File: config.mk
export PLATFORM = sky130hd
export DESIGN_NAME = sram_async_ctrl
export DESIGN_NICKNAME = d
export VERILOG_FILES = /design/src/rtl/sram_ctrl_pkg.sv /design/src/rtl/sram_ctrl_timer.sv /design/src/rtl/sram_ctrl_fsm.sv /design/src/rtl/sram_ctrl_datapath.sv /design/src/rtl/sram_async_ctrl.sv
export SDC_FILE = /design/constraint.sdc
export NUM_CORES = 1
export LEC_CHECK = 0
export BUFFER_PORTS_ARGS = -buffer_cell sky130_fd_sc_hd__buf_2
export CAP_MARGIN = 20
export CORE_ASPECT_RATIO = 1.1
export CORE_MARGIN = 1
export CORE_UTILIZATION = 46
export CTS_CLUSTER_SIZE = 10
export DETAILED_ROUTE_END_ITERATION = 6
export GPL_TIMING_DRIVEN = 0
export PLACE_DENSITY = 0.84
export SETUP_SLACK_MARGIN = 0.02
export SYNTH_ARGS = -nofsm -noshare
export SYNTH_HDL_FRONTEND = slang
export SYNTH_SLANG_ARGS = --single-unit
File: constraint.sdc
create_clock -name clk -period 1.9 [get_ports clk]
set_clock_uncertainty 0.2 [all_clocks]
set_input_delay 0.38 -clock clk [delete_from_list [all_inputs] [get_ports clk]]
set_output_delay 0.38 -clock clk [all_outputs]
set_load 0.02 [all_outputs]
File: src/rtl/sram_ctrl_pkg.sv
package sram_ctrl_pkg;

    typedef enum logic [2:0] {
        ST_IDLE     = 3'd0,
        ST_RD       = 3'd1,
        ST_WR_TURN  = 3'd2,
        ST_WR_PULSE = 3'd3,
        ST_WR_END   = 3'd4
    } ctrl_state_t;

    typedef struct packed {
        logic cs_n;
        logic oe_n;
        logic we_n;
        logic drive;
    } strobe_t;

    localparam strobe_t STROBE_IDLE = '{cs_n: 1'b1, oe_n: 1'b1, we_n: 1'b1, drive: 1'b0};

    function automatic int ceil_cycles(input int t_ps, input int clk_ps);
        int c;
        c = (t_ps + clk_ps - 1) / clk_ps;
        return (c < 1) ? 1 : c;
    endfunction

    function automatic int imax(input int a, input int b);
        return (a > b) ? a : b;
    endfunction

    // Bus turn-off time after output enable / select / write enable change
    function automatic int hz_cycles(input int grade, input int clk_ps);
        return ceil_cycles((grade == 70) ? 25000 : 20000, clk_ps);
    endfunction

    // Read: cycle time, address/select access and output-enable access
    function automatic int rd_cycles(input int grade, input int clk_ps);
        int t_cyc;
        int t_oe;
        t_cyc = (grade == 70) ? 70000 : 55000;
        t_oe  = (grade == 70) ? 35000 : 25000;
        return imax(ceil_cycles(t_cyc, clk_ps), ceil_cycles(t_oe, clk_ps));
    endfunction

    // Write pulse: width, data setup, select-to-end, address-to-end, cycle fill
    function automatic int wp_cycles(input int grade, input int clk_ps);
        int w_pulse;
        int w_data;
        int w_sel;
        int w_fill;
        w_pulse = ceil_cycles((grade == 70) ? 50000 : 40000, clk_ps);
        w_data  = ceil_cycles((grade == 70) ? 30000 : 25000, clk_ps);
        w_sel   = ceil_cycles((grade == 70) ? 60000 : 50000, clk_ps);
        w_fill  = ceil_cycles((grade == 70) ? 70000 : 55000, clk_ps)
                  - hz_cycles(grade, clk_ps) - 1;
        return imax(imax(w_pulse, w_data), imax(w_sel, w_fill));
    endfunction

    function automatic strobe_t strobes_for(input ctrl_state_t s);
        strobe_t o;
        o = STROBE_IDLE;
        case (s)
            ST_RD:       begin o.cs_n = 1'b0; o.oe_n = 1'b0; end
            ST_WR_TURN:  begin o.cs_n = 1'b0; end
            ST_WR_PULSE: begin o.cs_n = 1'b0; o.we_n = 1'b0; o.drive = 1'b1; end
            ST_WR_END:   begin o.cs_n = 1'b0; o.drive = 1'b1; end
            default:     o = STROBE_IDLE;
        endcase
        return o;
    endfunction

endpackage

File: src/rtl/sram_ctrl_timer.sv
module sram_ctrl_timer #(
    parameter int CNT_W = 4
) (
    input  logic             clk,
    input  logic             rst,
    input  logic             load,
    input  logic [CNT_W-1:0] load_val,
    output logic             expired
);
    logic [CNT_W-1:0] cnt_q;

    always_ff @(posedge clk) begin
        if (rst) begin
            cnt_q <= '0;
        end else if (load) begin
            cnt_q <= load_val;
        end else if (cnt_q != '0) begin
            cnt_q <= cnt_q - 1'b1;
        end
    end

    assign expired = (cnt_q == '0);
endmodule

File: src/rtl/sram_ctrl_fsm.sv
module sram_ctrl_fsm
    import sram_ctrl_pkg::*;
#(
    parameter int CNT_W  = 4,
    parameter int RD_CYC = 7,
    parameter int HZ_CYC = 3,
    parameter int WP_CYC = 7
) (
    input  logic             clk,
    input  logic             rst,
    input  logic             req_valid,
    input  logic             req_write,
    input  logic             expired,
    output logic             tmr_load,
    output logic [CNT_W-1:0] tmr_val,
    output logic             accept,
    output logic             capture,
    output logic             idle,
    output ctrl_state_t      state_next
);
    localparam logic [CNT_W-1:0] RD_LOAD = CNT_W'(RD_CYC - 1);
    localparam logic [CNT_W-1:0] HZ_LOAD = CNT_W'(HZ_CYC - 1);
    localparam logic [CNT_W-1:0] WP_LOAD = CNT_W'(WP_CYC - 1);

    ctrl_state_t state_q;

    assign idle   = (state_q == ST_IDLE);
    assign accept = idle && req_valid;

    always_comb begin
        state_next = state_q;
        tmr_load   = 1'b0;
        tmr_val    = '0;
        capture    = 1'b0;
        case (state_q)
            ST_IDLE: begin
                if (req_valid) begin
                    tmr_load   = 1'b1;
                    state_next = req_write ? ST_WR_TURN : ST_RD;
                    tmr_val    = req_write ? HZ_LOAD : RD_LOAD;
                end
            end
            ST_RD: begin
                if (expired) begin
                    capture    = 1'b1;
                    state_next = ST_IDLE;
                end
            end
            ST_WR_TURN: begin
                if (expired) begin
                    tmr_load   = 1'b1;
                    tmr_val    = WP_LOAD;
                    state_next = ST_WR_PULSE;
                end
            end
            ST_WR_PULSE: begin
                if (expired) begin
                    state_next = ST_WR_END;
                end
            end
            ST_WR_END: begin
                state_next = ST_IDLE;
            end
            default: state_next = ST_IDLE;
        endcase
    end

    always_ff @(posedge clk) begin
        if (rst) begin
            state_q <= ST_IDLE;
        end else begin
            state_q <= state_next;
        end
    end
endmodule

File: src/rtl/sram_ctrl_datapath.sv
module sram_ctrl_datapath
    import sram_ctrl_pkg::*;
#(
    parameter int ADDR_W = 19,
    parameter int DATA_W = 8
) (
    input  logic              clk,
    input  logic              rst,
    input  logic              accept,
    input  logic              capture,
    input  ctrl_state_t       state_next,
    input  logic [ADDR_W-1:0] req_addr,
    input  logic [DATA_W-1:0] req_wdata,
    input  logic [DATA_W-1:0] ram_dq_in,
    output logic [ADDR_W-1:0] ram_addr,
    output logic [DATA_W-1:0] ram_dq_out,
    output strobe_t           strobe,
    output logic              rsp_valid,
    output logic [DATA_W-1:0] rsp_rdata
);
    always_ff @(posedge clk) begin
        if (rst) begin
            strobe     <= STROBE_IDLE;
            ram_addr   <= '0;
            ram_dq_out <= '0;
            rsp_valid  <= 1'b0;
            rsp_rdata  <= '0;
        end else begin
            strobe    <= strobes_for(state_next);
            rsp_valid <= capture;
            if (accept) begin
                ram_addr   <= req_addr;
                ram_dq_out <= req_wdata;
            end
            if (capture) begin
                rsp_rdata <= ram_dq_in;
            end
        end
    end
endmodule

File: src/rtl/sram_async_ctrl.sv
module sram_async_ctrl
    import sram_ctrl_pkg::*;
#(
    parameter int ADDR_W = 19,
    parameter int DATA_W = 8,
    parameter int GRADE  = 55,
    parameter int CLK_PS = 8000
) (
    input  logic              clk,
    input  logic              rst,
    input  logic              req_valid,
    output logic              req_ready,
    input  logic              req_write,
    input  logic [ADDR_W-1:0] req_addr,
    input  logic [DATA_W-1:0] req_wdata,
    output logic              rsp_valid,
    output logic [DATA_W-1:0] rsp_rdata,
    output logic [ADDR_W-1:0] ram_addr,
    output logic              ram_cs_n,
    output logic              ram_oe_n,
    output logic              ram_we_n,
    output logic [DATA_W-1:0] ram_dq_out,
    output logic              ram_dq_oe,
    input  logic [DATA_W-1:0] ram_dq_in
);
    localparam int RD_CYC = rd_cycles(GRADE, CLK_PS);
    localparam int HZ_CYC = hz_cycles(GRADE, CLK_PS);
    localparam int WP_CYC = wp_cycles(GRADE, CLK_PS);
    localparam int CNT_W  = $clog2(imax(RD_CYC, imax(HZ_CYC, WP_CYC)) + 1);

    logic             tmr_load;
    logic [CNT_W-1:0] tmr_val;
    logic             expired;
    logic             accept;
    logic             capture;
    logic             idle;
    ctrl_state_t      state_next;
    strobe_t          strobe;

    sram_ctrl_timer #(.CNT_W(CNT_W)) i_timer (
        .clk      (clk),
        .rst      (rst),
        .load     (tmr_load),
        .load_val (tmr_val),
        .expired  (expired)
    );

    sram_ctrl_fsm #(
        .CNT_W  (CNT_W),
        .RD_CYC (RD_CYC),
        .HZ_CYC (HZ_CYC),
        .WP_CYC (WP_CYC)
    ) i_fsm (
        .clk        (clk),
        .rst        (rst),
        .req_valid  (req_valid),
        .req_write  (req_write),
        .expired    (expired),
        .tmr_load   (tmr_load),
        .tmr_val    (tmr_val),
        .accept     (accept),
        .capture    (capture),
        .idle       (idle),
        .state_next (state_next)
    );

    sram_ctrl_datapath #(.ADDR_W(ADDR_W), .DATA_W(DATA_W)) i_dp (
        .clk        (clk),
        .rst        (rst),
        .accept     (accept),
        .capture    (capture),
        .state_next (state_next),
        .req_addr   (req_addr),
        .req_wdata  (req_wdata),
        .ram_dq_in  (ram_dq_in),
        .ram_addr   (ram_addr),
        .ram_dq_out (ram_dq_out),
        .strobe     (strobe),
        .rsp_valid  (rsp_valid),
        .rsp_rdata  (rsp_rdata)
    );

    assign req_ready = idle;
    assign ram_cs_n  = strobe.cs_n;
    assign ram_oe_n  = strobe.oe_n;
    assign ram_we_n  = strobe.we_n;
    assign ram_dq_oe = strobe.drive;
endmodule

# Word level (Yosys, flattened, before mapping)
# Cells that the tools add are included.
[classes] n_addsub=1 n_eq_ne=7 n_mux=20 n_reduce_logical=7
[op_table] op="3-bit two-way mux" n=9
[op_table] op="3-bit by 2-bit equality test with 1-bit output (second input constant)" n=4
[op_table] op="3-bit one-hot mux with 4 select lines" n=1
[op_table] op="1-bit two-way mux" n=7
[op_table] op="3-bit by 1-bit equality test with 1-bit output (second input constant)" n=2
[op_table] op="3-bit logical NOT" n=2
[op_table] op="3-bit one-hot mux with 2 select lines" n=1
[op_table] op="4-bit OR reduction" n=1
[op_table] op="3-bit equality test (second input constant)" n=1
[op_table] op="3-bit nonzero test" n=1
[op_table] op="3-bit by 1-bit subtractor with 3-bit output (second input constant)" n=1
[op_table] op="2-bit two-way mux" n=1
[op_table] op="1-bit one-hot mux with 2 select lines" n=1
[op_table] op="2-bit nonzero test" n=1
[op_table] op="2-bit OR reduction" n=1
[op_table] op="1-bit logical AND" n=1
[totals] register_bits=46 in_bits=39 wordCells=45

# Depth between registers and ports, before layout
# Gate-level depths: netlist of the first run.
[logic_depth] depth_word=6 ltp_mapped=6

# Hierarchy
# Synthesis of the first run repeated with hierarchy kept, for this count alone.
[hier_totals] cells_unflattened=180 hier_area_um2=1856.8
[by_module_without_submodules] module="sram_ctrl_datapath" n_inst=1 cells_per_inst=126 area_per_inst_um2=1395.1 seq_area_each_um2=800.8
[by_module_without_submodules] module="sram_ctrl_fsm" n_inst=1 cells_per_inst=32 area_per_inst_um2=255.2 seq_area_each_um2=60.1
[by_module_without_submodules] module="sram_ctrl_timer" n_inst=1 cells_per_inst=22 area_per_inst_um2=206.4 seq_area_each_um2=60.1

# Least setup slack after synthesis of the first run
# Ideal clock, no wire load.
[synth_path] path_type="reg-to-output" start="register i_fsm.state_q[2]" end="output req_ready" arrival_ns=1.156 required_ns=1.320 slack_ns=0.164 path_stages_with_launch=5 path_buffers=2 cell_sequence="dfxtp_1 -> buf_6 -> or2_2 -> clkbuf_1 -> nor2_1"
[synth_between] elab_chain_len=1
[synth_rtl] element="start, declared" line="sram_ctrl_fsm.sv:25" rtl="ctrl_state_t state_q;"
[synth_rtl] element="start signal, assigned" line="sram_ctrl_fsm.sv:72" rtl="state_q <= state_next;"
[synth_rtl] element="3-bit logical NOT" line="sram_ctrl_fsm.sv:27" rtl="assign idle = (state_q == ST_IDLE);"
[synth_rtl] element="end, declared" line="sram_async_ctrl.sv:12" rtl="output logic req_ready,"
# No other way between the ends.

# Worst setup path in the final report of the first run
# Same ends and word-level chain as after synthesis.

==> impl_metrics.env, run 1 <==
export IMPL_status="completed"
export IMPL_numCtsBuffers=5
export IMPL_ys_seq_area_frac=0.512
export IMPL_multiInputGateArea_sq_um=766
export IMPL_max_slew_margin=0.612
export IMPL_clk_pin_slew_ps=90
export IMPL_syn_inst=212
export IMPL_num_antenna_cells=0
export IMPL_core_sq_mm=0.00368
export IMPL_root_buffer="clkbuf_8"
export IMPL_grt_pass1_vias=1327
export IMPL_worst_slew_pin_slew_ps=580
export IMPL_rsz0062_at_grt="no"
export IMPL_dpl_cell_area_sq_mm=0.00225
export IMPL_muxShareOfSynthArea=0.00626
export IMPL_overflow=0
export IMPL_worst_path_max_delay_cell="dfxtp_1"
export IMPL_fmax_mhz=551
export IMPL_gr_usage_all_layers=0.192
export IMPL_ys_warn_count=0
export IMPL_cp_top_family="simple AND/OR/NAND/NOR gates"
export IMPL_final_net_count=338
export IMPL_synth_top_family_by_area="simple AND/OR/NAND/NOR gates"
export IMPL_vias=1682
export IMPL_register_area_sq_um=921
export IMPL_clockBufferDepth=2
export IMPL_critPathMostFrequentCell="buf_6"
export IMPL_total_leakage_power_uw=0.00110
export IMPL_fin_crit_sh=0.956
export IMPL_crit_fanout=9
export IMPL_port_buffer_count=78
export IMPL_detail_route_wl_per_cell_microns=11.5
export IMPL_start_kind="flip-flop"
export IMPL_required_ps=1320
export IMPL_synthDistinctLibCells=30
export IMPL_die_y_microns=67.6
export IMPL_path_buf_inv=2
export IMPL_syn_area_per_cell_sq_um=8.49
export IMPL_area_growth_pct=31.4
export IMPL_worstPathArrival_ps=1240
export IMPL_pin_count=80
export IMPL_grt_pass1_wl_microns=5730
export IMPL_antenna_found_initial=0
export IMPL_drive_gt1_frac=0.352
export IMPL_dieArea_sq_mm=0.00417
export IMPL_synth_compound_area_frac=0.154
export IMPL_hold_viol=0
export IMPL_fin_crit_ps=1820
export IMPL_finalWirelength_microns=3990
export IMPL_slowest_delay_ps=310
export IMPL_critical_path_class="reg2out"
export IMPL_n_fill_cell=369
export IMPL_htree_num_levels=2
export IMPL_synth_top_flop_cell="dfxtp_1"
export IMPL_synthAdderAreaFrac=0.0139
export IMPL_grt_max_degree=15
export IMPL_hold_class="in2reg"
export IMPL_worstPathCellList="buf_6, or2_4, nor2_4, buf_6"
export IMPL_viasPerCell=4.83
export IMPL_syn_num_nets=253
export IMPL_drv_slew=0
export IMPL_gp_congestion=0.809
export IMPL_synthXorXnorAreaFrac=0.0146
export IMPL_hpwl_microns=2890
export IMPL_synthSimpleGateAreaFrac=0.230
export IMPL_powerDensity_mw_per_mm2=1110
export IMPL_drc=0
export IMPL_fin_util=0.642
export IMPL_synth_edf_count=0
export IMPL_pre_cts_ws_ps=79.7
export IMPL_detail_route_antenna_nets=0
export IMPL_setup_ws_ps=84.2
export IMPL_ys_ff_latch=46
export IMPL_first_iter_violations=78
export IMPL_synthArstFlopShare=0
export IMPL_drtPass1Iterations=4
export IMPL_start_util=0.488
export IMPL_row_count=23
export IMPL_insertion_delay_ps=290
export IMPL_cts_tree="built"
export IMPL_cap_violations=0
export IMPL_fp_dieW_microns=61.6
export IMPL_syn_area_sq_mm=0.00180
export IMPL_post_route_cell_area_sq_mm=0.00236
export IMPL_vdd_ir_drop_max_v=0.000620
export IMPL_cp_end_kind="primary output"
export IMPL_setup_violations=0
export IMPL_fin_tns_setup_ps=0
export IMPL_cts_sinks=46
export IMPL_hold_buffers=0
[flip-flops by register name, indices dropped and copies added (netlist names)]
signal           count
i_fsm.state_q        3
i_dp.ram_addr       19
i_timer.cnt_q        3
i_dp.rsp_rdata       8
i_dp.strobe          4
i_dp.rsp_valid       1
i_dp.ram_dq_out      8
[cells by family after synthesis]
logic type / Yosys count
muxes: 1
adders and majority gates: 2
AOI/OAI and AO/OA: 53
xor gates and xnor gates: 3
and+or+nand+nor: 87
DFF: 46
buffers and inverters: 20
[worst paths after layout]
check / start / to / slack, ps / cells past startpoint
max reg2reg: i_fsm.state_q[0] / i_dp.rsp_rdata[7] / 140 / 5
max: i_fsm.state_q[2] / req_ready / 80 / 4
min: req_wdata[2] / i_dp.ram_dq_out[2] / 110 / 3
min reg2reg: i_dp.ram_addr[17] / i_dp.ram_addr[17] / 250 / 2
[tightest hold or removal path, stage by stage]
cell and delay (ps):
buf_2 90, nand2_1 40, a21oi_1 50
[repair_timing]
action,CTS,global route
endpoints found under the setup margin,1,2
gates resized for setup,3,4
pin swaps,0,1
setup buffers,0,1
[through the flow]
| step | std cells | total power, uW | hold slack (ps) |
|---|---|---|---|
| after floorplan | 212 | 1800 | 316 |
| after global placement | 340 | 2020 | 238 |
| after detailed placement | 340 | 2040 | 243 |
| after CTS | 347 | 2630 | 101 |
| after global routing | 348 | 2800 | 104 |
| final | 348 | 2630 | 109 |
[Yosys cell counts, types with 2 or more instances]
master,count,area share
a21oi_1,39,0.11
and3b_1,3,0.015
buf_2,4,0.011
buf_4,2,0.0083
buf_6,2,0.013
buf_8,2,0.017
clkbuf_1,7,0.015
dfxtp_1,46,0.51
ha_1,2,0.014
inv_1,3,0.0063
nand2_1,55,0.11
nand3_1,9,0.025
nor2_1,7,0.015
nor3_1,2,0.0056
nor3b_1,2,0.0083
o21ai_0,11,0.031
or2_2,2,0.0070
xnor2_1,2,0.0097
[layer usage]
| metal | GRT usage | up-vias | wire length [microns] |
|---|---|---|---|
| met4 | 0.100 | 0 | 93 |
| met5 | 0 | - | 0 |
| li1 | - | 875 | - |
| met1 | 0.211 | 733 | 1750 |
| met3 | 0.0632 | 7 | 262 |
| met2 | 0.324 | 67 | 1890 |
[placed cells by master, fill, tap and decap left out, types with 5 or more instances in the layout]
cell	instances
a21oi_1	39
buf_2	80
clkbuf_1	7
clkbuf_8	5
dfxtp_1	46
nand2_1	55
nand3_1	9
nor2_1	6
o21ai_0	11
[report_power, final]
part / internal [uW] / switching [uW]
Sequential: 1090 / 61.9
Clock: 260 / 323
Combinational: 386 / 512
[area by class of cell]
cell class | instances | area share
clock inverter | 2 | 0.00582
multi-input combinational | 146 | 0.324
timing repair buffer | 79 | 0.171
buffer | 16 | 0.0476
clock buffer | 6 | 0.0307
tap | 50 | 0.0265
sequential | 46 | 0.390
inverter | 3 | 0.00476
No activity file was read; power rests on OpenSTA's default activity.
==> run 2, diff against run 1 <==
--- a/config.mk
+++ b/config.mk
@@ -13,7 +13,7 @@
 export CTS_CLUSTER_SIZE = 10
 export DETAILED_ROUTE_END_ITERATION = 6
 export GPL_TIMING_DRIVEN = 0
-export PLACE_DENSITY = 0.84
+export PLACE_DENSITY_LB_ADDON = 0.1
 export SETUP_SLACK_MARGIN = 0.02
 export SYNTH_ARGS = -nofsm -noshare
 export SYNTH_HDL_FRONTEND = slang
==> constraint.sdc (replaced) <==
create_clock -name clk -period 1.9 [get_ports clk]
set_clock_uncertainty 0.2 [all_clocks]
set_input_delay 0.285 -clock clk [delete_from_list [all_inputs] [get_ports clk]]
set_output_delay 0.285 -clock clk [all_outputs]
set_load 0.02 [all_outputs]
==> run 2 against run 1 <==
Final cell count fell by 0.29%. Setup slack improved by 13 ps. Sequential power barely moved. First-iteration DRC count rose by 33%. Critical path type is now reg2reg. Critical endpoint is now i_dp.strobe[2]. Largest power group unchanged.
==> impl_metrics.env, run 2 (synthesized netlist as in run 1, its figures left out) <==
export IMPL_status="completed"
export IMPL_critPathLaunch="i_timer.cnt_q[0]"
export IMPL_p_seq_frac=0.445
export IMPL_crit_fanout=6
export IMPL_fin_util=0.636
export IMPL_power_frac_clock=0.226
export IMPL_grt_pass1_vias=1327
export IMPL_finalWirelength_microns=3800
export IMPL_rsz0062_at_grt="no"
export IMPL_critical_path_class="reg2reg"
export IMPL_fmax_mhz=555
export IMPL_hold_viol=0
export IMPL_dieArea_sq_mm=0.00417
export IMPL_swShare=0.341
export IMPL_max_slew_margin=0.613
export IMPL_area_growth_pct=30.1
export IMPL_final_net_count=337
export IMPL_hold_class="in2reg"
export IMPL_setup_ws_ps=97.7
export IMPL_cts_tree="built"
export IMPL_hold_buffers=0
export IMPL_grt_pass1_wl_microns=5660
export IMPL_detail_route_antenna_nets=0
export IMPL_drc=0
export IMPL_numCtsBuffers=5
export IMPL_core_sq_mm=0.00368
export IMPL_start_util=0.488
export IMPL_setup_violations=0
export IMPL_worstPathArrival_ps=1780
export IMPL_top_register="i_dp.ram_addr"
export IMPL_start_kind="flip-flop"
export IMPL_required_ps=1870
export IMPL_fin_crit_ps=1800
export IMPL_power_total_uw=2600
export IMPL_cts_resized_gates=1
export IMPL_clk_pin_slew_ps=90
export IMPL_worst_slew_pin_slew_ps=578
export IMPL_finalNonFillerCells=347
export IMPL_place_inst=340
export IMPL_drtPass1Iterations=4
export IMPL_die_y_microns=67.6
export IMPL_clockBufferDepth=2
export IMPL_combPwrFrac=0.329
export IMPL_fin_crit_sh=0.949
export IMPL_fin_tns_setup_ps=0
export IMPL_overflow=0
export IMPL_cts_sinks=46
export IMPL_top_regs="i_dp.ram_addr (19), i_dp.ram_dq_out (8), i_dp.rsp_rdata (8)"
export IMPL_multiInputGateArea_sq_um=756
export IMPL_post_cts_buffers=0
export IMPL_first_iter_violations=104
export IMPL_drive_gt1_frac=0.347
export IMPL_gr_usage_all_layers=0.182
export IMPL_n_fill_cell=387
export IMPL_detail_route_wl_per_cell_microns=11.0
export IMPL_drv_slew=0
export IMPL_row_count=23
export IMPL_viasPerCell=4.78
export IMPL_num_antenna_cells=0
export IMPL_htree_num_levels=2
export IMPL_pre_cts_ws_ps=107
export IMPL_cell_internal_pwr_uw=1710
export IMPL_hpwl_microns=2700
export IMPL_grt_max_degree=16
export IMPL_vias=1658
export IMPL_vdd_ir_drop_max_v=0.000614
export IMPL_total_leakage_power_uw=0.00109
export IMPL_cp_end_kind="flip-flop"
export IMPL_port_buffer_count=78
export IMPL_powerDensity_mw_per_mm2=1110
export IMPL_gp_congestion=0.777
export IMPL_fp_dieW_microns=61.6
export IMPL_min_from="req_addr[12]"
export IMPL_largest_reg_flops=19
export IMPL_register_area_sq_um=921
export IMPL_final_common_cell="buf_2"
export IMPL_layout_common_cells="82 x buf_2, 55 x nand2_1, 46 x dfxtp_1"
export IMPL_pin_count=80
export IMPL_cap_violations=0
export IMPL_antenna_found_initial=0
export IMPL_r2r_start="i_timer.cnt_q[0]"
export IMPL_root_buffer="clkbuf_8"
export IMPL_p_switching_uw=885
export IMPL_insertion_delay_ps=300
==> run 2: through the flow <==
stage | area [sq um] | hold slack (ps)
2_1_floorplan | 1800 | 221
3_3_place_gp | 2250 | 238
5_1_grt | 2340 | 12.8
3_5_place_dp | 2250 | 245
4_1_cts | 2340 | 6.86
6_report | 2340 | 14.0
==> run 2: final cells by class <==
class	count	share of cell area
clock inverter	3	0.00909
sequential	46	0.393
buffer	16	0.0470
inverter	3	0.00481
tap	50	0.0267
timing repair buffer	78	0.167
multi-input combinational	146	0.323
clock buffer	5	0.0294
==> run 2: worst paths after layout <==
path / endpoint / slack (ps) / cells past startpoint
setup / recovery: i_dp.strobe[2] / 100 / 6
hold / removal: i_dp.ram_addr[12] / 10 / 3
setup reg to reg: i_dp.strobe[2] / 100 / 6
hold reg to reg: i_dp.ram_dq_out[1] / 250 / 2
==> run 2: routing by layer <==
metal / global-route usage / vias up / part of all wire
li1: - / 873 / -
met1: 0.232 / 732 / 0.46
met2: 0.282 / 48 / 0.46
met3: 0.0594 / 5 / 0.062
met4: 0.0667 / 0 / 0.011
met5: 0 / - / 0
==> run 2: worst max-delay path, stage by stage (launching register included) <==
cell      delay, ps
dfxtp_1         310
inv_1            70
ha_1            240
nand2b_1         70
buf_2           180
a21oi_1          80
or4_2           530
==> run 2: power groups by stage <==
stage                     combinational (uW)  sequential (uW)  clock, uW
final                                    855             1160        585
after global routing                     950             1170        640
after CTS                                863             1160        604
after detailed placement                 859             1180          0
after global placement                   854             1170          0
after floorplan                          512             1290          0
